--- config.mk ---
export PLATFORM = sky130hd
export DESIGN_NAME = pixchain_readout
export DESIGN_NICKNAME = d
export VERILOG_FILES = /design/src/rtl/pixchain_pkg.sv /design/src/rtl/pixchain_cell.sv /design/src/rtl/pixchain_seq.sv /design/src/rtl/pixchain_readout.sv
export SDC_FILE = /design/constraint.sdc
export NUM_CORES = 1
export LEC_CHECK = 0
export CAP_MARGIN = 20
export CORE_MARGIN = 2
export CORE_UTILIZATION = 35
export DETAILED_ROUTE_END_ITERATION = 16
export DONT_BUFFER_PORTS = 1
export GPL_TIMING_DRIVEN = 0
export SYNTH_ARGS = -nofsm -noshare
export SYNTH_HDL_FRONTEND = slang
export SYNTH_SLANG_ARGS = --single-unit
--- constraint.sdc ---
create_clock -name clk -period 3.2 [get_ports clk]
set_input_delay 0.48 -clock clk [delete_from_list [all_inputs] [get_ports clk]]
set_output_delay 0.48 -clock clk [all_outputs]
set_load 0.05 [all_outputs]
--- src/rtl/pixchain_pkg.sv ---
package pixchain_pkg;
  localparam int DEF_CHIPS = 16;
  localparam int DEF_PH_W  = 8;

  // position in a word of the bit sent at step idx (MSB first)
  function automatic int unsigned send_pos(input int unsigned idx, input int unsigned width);
    return width - 1 - idx;
  endfunction

  // assemble tag and height into one word value
  function automatic logic [31:0] pack_word(input int unsigned tag, input logic [31:0] height,
                                            input int unsigned ph_w);
    return (32'(tag) << ph_w) | height;
  endfunction
endpackage

--- src/rtl/pixchain_cell.sv ---
module pixchain_cell
  import pixchain_pkg::*;
#(
  parameter int PH_W    = 8,
  parameter int TAG_W   = 4,
  parameter int WORD_W  = TAG_W + PH_W,
  parameter int IDX_W   = $clog2(WORD_W),
  parameter int CHIP_ID = 0
) (
  input  logic             clk,
  input  logic             rst_n,
  input  logic             load_i,
  input  logic             hit_i,
  input  logic [PH_W-1:0]  ph_i,
  input  logic             word_done_i,
  input  logic [IDX_W-1:0] bit_idx_i,
  input  logic             token_i,
  output logic             pending_o,
  output logic             grant_o,
  output logic             token_o,
  output logic             drive_o
);
  logic [PH_W-1:0]   ph_q;
  logic [WORD_W-1:0] word;

  always_ff @(posedge clk or negedge rst_n) begin
    if (!rst_n) begin
      pending_o <= 1'b0;
      ph_q      <= '0;
    end else if (load_i) begin
      pending_o <= hit_i;
      ph_q      <= ph_i;
    end else if (word_done_i && grant_o) begin
      pending_o <= 1'b0;
    end
  end

  // daisy chain: token passes on only when this chip has nothing to send
  assign grant_o = token_i & pending_o;
  assign token_o = token_i & ~pending_o;

  assign word = WORD_W'(pack_word(CHIP_ID, 32'(ph_q), PH_W));

  always_comb begin
    drive_o = 1'b0;
    for (int b = 0; b < WORD_W; b++) begin
      if (send_pos(int'(bit_idx_i), WORD_W) == b) drive_o = grant_o & word[b];
    end
  end
endmodule

--- src/rtl/pixchain_seq.sv ---
module pixchain_seq #(
  parameter int WORD_W = 12,
  parameter int IDX_W  = $clog2(WORD_W)
) (
  input  logic             clk,
  input  logic             rst_n,
  input  logic             load_i,
  input  logic             shift_en_i,
  input  logic             busy_i,
  output logic [IDX_W-1:0] bit_idx_o,
  output logic             word_done_o,
  output logic             frame_o
);
  localparam logic [IDX_W-1:0] LAST = IDX_W'(WORD_W - 1);

  logic step;
  assign step        = shift_en_i & busy_i & ~load_i;
  assign word_done_o = step & (bit_idx_o == LAST);
  assign frame_o     = busy_i & (bit_idx_o == '0);

  always_ff @(posedge clk or negedge rst_n) begin
    if (!rst_n)           bit_idx_o <= '0;
    else if (load_i)      bit_idx_o <= '0;
    else if (word_done_o) bit_idx_o <= '0;
    else if (step)        bit_idx_o <= bit_idx_o + 1'b1;
  end
endmodule

--- src/rtl/pixchain_readout.sv ---
module pixchain_readout
  import pixchain_pkg::*;
#(
  parameter int N_CHIPS = DEF_CHIPS,
  parameter int PH_W    = DEF_PH_W
) (
  input  logic                    clk,
  input  logic                    rst_n,
  input  logic                    load,
  input  logic [N_CHIPS-1:0]      hit,
  input  logic [N_CHIPS*PH_W-1:0] ph_flat,
  input  logic                    shift_en,
  output logic                    sdata,
  output logic                    frame,
  output logic                    chain_empty
);
  localparam int TAG_W  = $clog2(N_CHIPS);
  localparam int WORD_W = TAG_W + PH_W;
  localparam int IDX_W  = $clog2(WORD_W);

  // named internal events, observed by the checker
  logic [N_CHIPS-1:0] pending;
  logic [N_CHIPS-1:0] grant;
  logic [N_CHIPS-1:0] drive;
  logic [N_CHIPS:0]   token;
  logic [IDX_W-1:0]   bit_idx;
  logic               word_done;
  logic               busy;

  assign token[0] = 1'b1;

  for (genvar k = 0; k < N_CHIPS; k++) begin : g_cell
    pixchain_cell #(
      .PH_W(PH_W), .TAG_W(TAG_W), .WORD_W(WORD_W), .IDX_W(IDX_W), .CHIP_ID(k)
    ) u_cell (
      .clk         (clk),
      .rst_n       (rst_n),
      .load_i      (load),
      .hit_i       (hit[k]),
      .ph_i        (ph_flat[k*PH_W +: PH_W]),
      .word_done_i (word_done),
      .bit_idx_i   (bit_idx),
      .token_i     (token[k]),
      .pending_o   (pending[k]),
      .grant_o     (grant[k]),
      .token_o     (token[k+1]),
      .drive_o     (drive[k])
    );
  end

  assign busy = |pending;

  pixchain_seq #(.WORD_W(WORD_W), .IDX_W(IDX_W)) u_seq (
    .clk         (clk),
    .rst_n       (rst_n),
    .load_i      (load),
    .shift_en_i  (shift_en),
    .busy_i      (busy),
    .bit_idx_o   (bit_idx),
    .word_done_o (word_done),
    .frame_o     (frame)
  );

  assign sdata       = |drive;
  assign chain_empty = ~busy;
endmodule

==> summary.txt <==
Setup path
  • CP Launch Type: flop
  • Critical path endpoint category: output port
  • Crit path DAT: 3.21 ns
  • Crit path max fanout: 6
  • Kind of critical path: reg -> out
  • Crit path required time: ~2.7 ns
  • Worst R2R Start: g_cell[4].u_cell.pending_o
  • Crit. Startpoint: u_seq.bit_idx_o[0]

Finish
  • Commonest non-fill, non-tap cell in the layout: dfrtp_1
  • Most frequent cells in the layout: 142 x dfrtp_1, 114 x mux2_2, 47 x nand2_1
  • Post-Layout Inst Area: ~9000 um2
  • Nets: between 800 and 900
  • Ratio of cells with drive above 1 in the final layout: 34.9%
  • Area delta synth->final: 21.6%

Die
  • Cell Rows: 53
  • Die area: between 20000 and 25000 um2
  • Starting Density: between 30 and 40%
  • Die Wd: between 100 and 150 um
  • Die height: 150 um
  • I/O pin count: between 150 and 200
  • Placeable Area: 20900 um2

STA
  • Slew margin rel.: 51.0%
  • Final setup violation count: 3
  • Period utilisation layout: 115%
  • Least-Margin Pin Slew: 0.736 ns
  • Final min period: 3.69 ns
  • Setup clock skew after layout: 0.00665 ns
  • Fmax: 271 MHz
  • Final count of hold timing violations: between 100 and 150
  • RSZ-0062 raised after global routing: true
  • Total negative slack: -0.732 ns
  • Final Max Slew Viols: 0
  • Final setup margin: -0.491 ns
  • Hold Worst Slack: -0.242 ns

Power
  • Pwr dens: 548 nW/um2
  • Peak VDD IR: 0.298 mV
  • Switching Power: 1350 uW
  • Cell internal pwr: 3590 uW
  • Logic pwr share: between 10% and 20%
  • Sw Ratio: 27.3%
  • Flop pwr share: roughly 44%
  • Clock power frac: 40.7%
  • Lkg Pwr: 0.00353 uW

Logic synthesis
  • Number of warnings issued by yosys: 0
  • Syn_nets: 837
  • Flops & latches, synth: 148
  • Synth cell types: 68
  • Cell Area, Synth: about 7400 um2
  • Ys flop type: dfrtp_1
  • Post-synth EDFFs: 0
  • Synth Instances: 685
  • Area leader, netlist: dfrtp_1
  • Synth top area cells: dfrtp_1 50%, mux2_2 17%, a21oi_1 2.8%, o21ai_0 2.5%, clkbuf_1 2.5%
  • Synth top area share: 50.0%
  • Post-synthesis sequential area ratio: 50.0%
  • Share of synthesized registers carrying an async set or reset: 100%
  • Post-Syn Area per Cell: 10.8 um2

Global routing
  • Largest net degree at the start of global routing: 149
  • GR Util All Layers: 23.6%
  • Grt ovf: 0
  • Initial antenna violation count: 4
  • Global-route wire length before repair: 38200 um
  • Vias in the first global route: 5925

Place
  • GP Congestion: between 0.9 and 1
  • Placed Area: 7770 um2
  • DP HPWL: approximately 19000 um
  • Place WS: -1.17 ns
  • # port buffers: 0

Clock tree
  • Clock Tree Buf Depth: 2
  • Clock sink total: 148
  • Number of levels in the clock H-tree: 4
  • Clock root buffer: clkbuf_16
  • CTS tree: done
  • CTS Buf Count: 17
  • Clock latency at the later pin of the worst-skew pair: ~0.42 ns
  • Clk pin slew, worst setup/hold paths: 0.06 ns

Routing
  • WL/cell: between 20 and 30 um
  • Number of iterations in the first detailed-routing pass: 6
  • DR vias/cell: 5.81
  • Antenna-violating nets left: 0
  • 1st-iter DRT viols: just under 500
  • Routed wire length: about 26000 um
  • DRC: 0
  • Via count: between 5000 and 6000

Worst hold path
  • Worst hold path type: in -> async

Run status
  • Failing checks: hold timing, setup timing
  • Outcome: finished, violations left

Run
  • Max-cap violation count: 0
area by class of cell:
| type | count | area [um2] |
|---|---|---|
| inverter | 27 | 105 |
| multi-input combinational | 454 | 3670 |
| clock buffer | 22 | 464 |
| fill | 1995 | 11900 |
| sequential | 148 | 3710 |
| buffer | 51 | 379 |
| clock inverter | 10 | 120 |
| timing repair buffer | 27 | 210 |
| tap | 275 | 344 |
| antenna | 3 | 7.51 |
worst max-delay path, stage by stage, from the launching register on:
cell	delay, ns
dfrtp_2	0.43
inv_4	0.07
ha_4	0.18
buf_8	0.14
clkbuf_16	0.16
clkbuf_16	0.17
a21oi_4	0.13
a21oi_2	0.08
a211oi_2	0.34
o32ai_2	0.14
nor4_1	0.25
nand4_1	0.17
a311o_2	0.54
metal layers:
metal  global-route usage [%]  routed length (um)
met2                     34.4               11400
met5                        0                  11
met3                     8.38                2620
met4                     9.33                 817
met1                     31.8               11200
registers in the layout, summed over array words and instances, names as in the netlist:
signal                   flops
g_cell.u_cell.pending_o     16
g_cell.u_cell.ph_q         128
u_seq.bit_idx_o              4
Yosys cell counts, types with 3 or more instances:
library cell / count
a2111oi_0: 4
a211oi_1: 7
a21oi_1: 41
a221o_1: 9
a221oi_1: 15
a22oi_1: 4
a31oi_1: 4
buf_1: 4
clkbuf_1: 49
dfrtp_1: 148
ha_1: 4
inv_1: 26
mux2_2: 114
mux2i_1: 3
nand2_1: 47
nand2b_1: 6
nand3_1: 9
nand3b_1: 11
nand4_1: 3
nor2_1: 24
nor2b_1: 5
nor3_1: 8
nor4_1: 5
o211ai_1: 9
o21ai_0: 37
o21ai_1: 20
o221ai_1: 3
o2bb2ai_1: 3
o31ai_1: 7
or2_2: 4
or3_1: 4
or3b_2: 3
stage by stage:
stage / hold WS, ns / utilization [%] / cells / total power [uW]
4_1_cts: -0.257 / 42.5 / 1008 / 4920
5_1_grt: -0.264 / 43.1 / 1015 / 5120
3_5_place_dp: 0.195 / 37.2 / 961 / 2820
2_1_floorplan: 0.184 / - / 685 / 2600
6_report: -0.242 / 43.2 / 1017 / 4940
3_3_place_gp: 0.194 / 37.2 / 960 / 2810
final timing paths:
check | slack [ns] | endpoint | cells after the start
hold / removal | -0.24 | g_cell[9].u_cell.ph_q[1] | 0
hold reg to reg | 0.50 | g_cell[1].u_cell.ph_q[5] | 1
setup reg to reg | 0.18 | g_cell[2].u_cell.pending_o | 10
setup / recovery | -0.49 | sdata | 12
min in group clk | 0.18 | g_cell[10].u_cell.ph_q[2] | 2
max in group asynchronous | 3.05 | u_seq.bit_idx_o[1] | 0
cell families after synthesis:
kind of cell | share of synthesized area, %
AND/OR/NAND/NOR | 10.0
buffers and inverters | 4.34
AO/OA/AOI/OAI | 17.1
multiplexers | 17.7
XOR/XNOR | 0.118
adder cells (fa/ha/maj) | 0.675
flip-flops | 50.0
power by group through the flow:
| stage | clock, uW | combinational, uW | sequential [uW] |
|---|---|---|---|
| floorplan | 0 | 447 | 2160 |
| global placement | 0 | 593 | 2210 |
| detailed placement | 0 | 599 | 2220 |
| CTS | 2030 | 703 | 2180 |
| global route | 2120 | 790 | 2210 |
| finish | 2010 | 736 | 2190 |
repair_timing:
action	CTS	global route
cloned	2	1
pin swaps	25	13
setup buffers	17	6
setup endpoints to repair	3	7
resized for setup	111	16
endpoints found under the hold margin	148	148
Note: power is estimated with default switching activity, not from simulation.
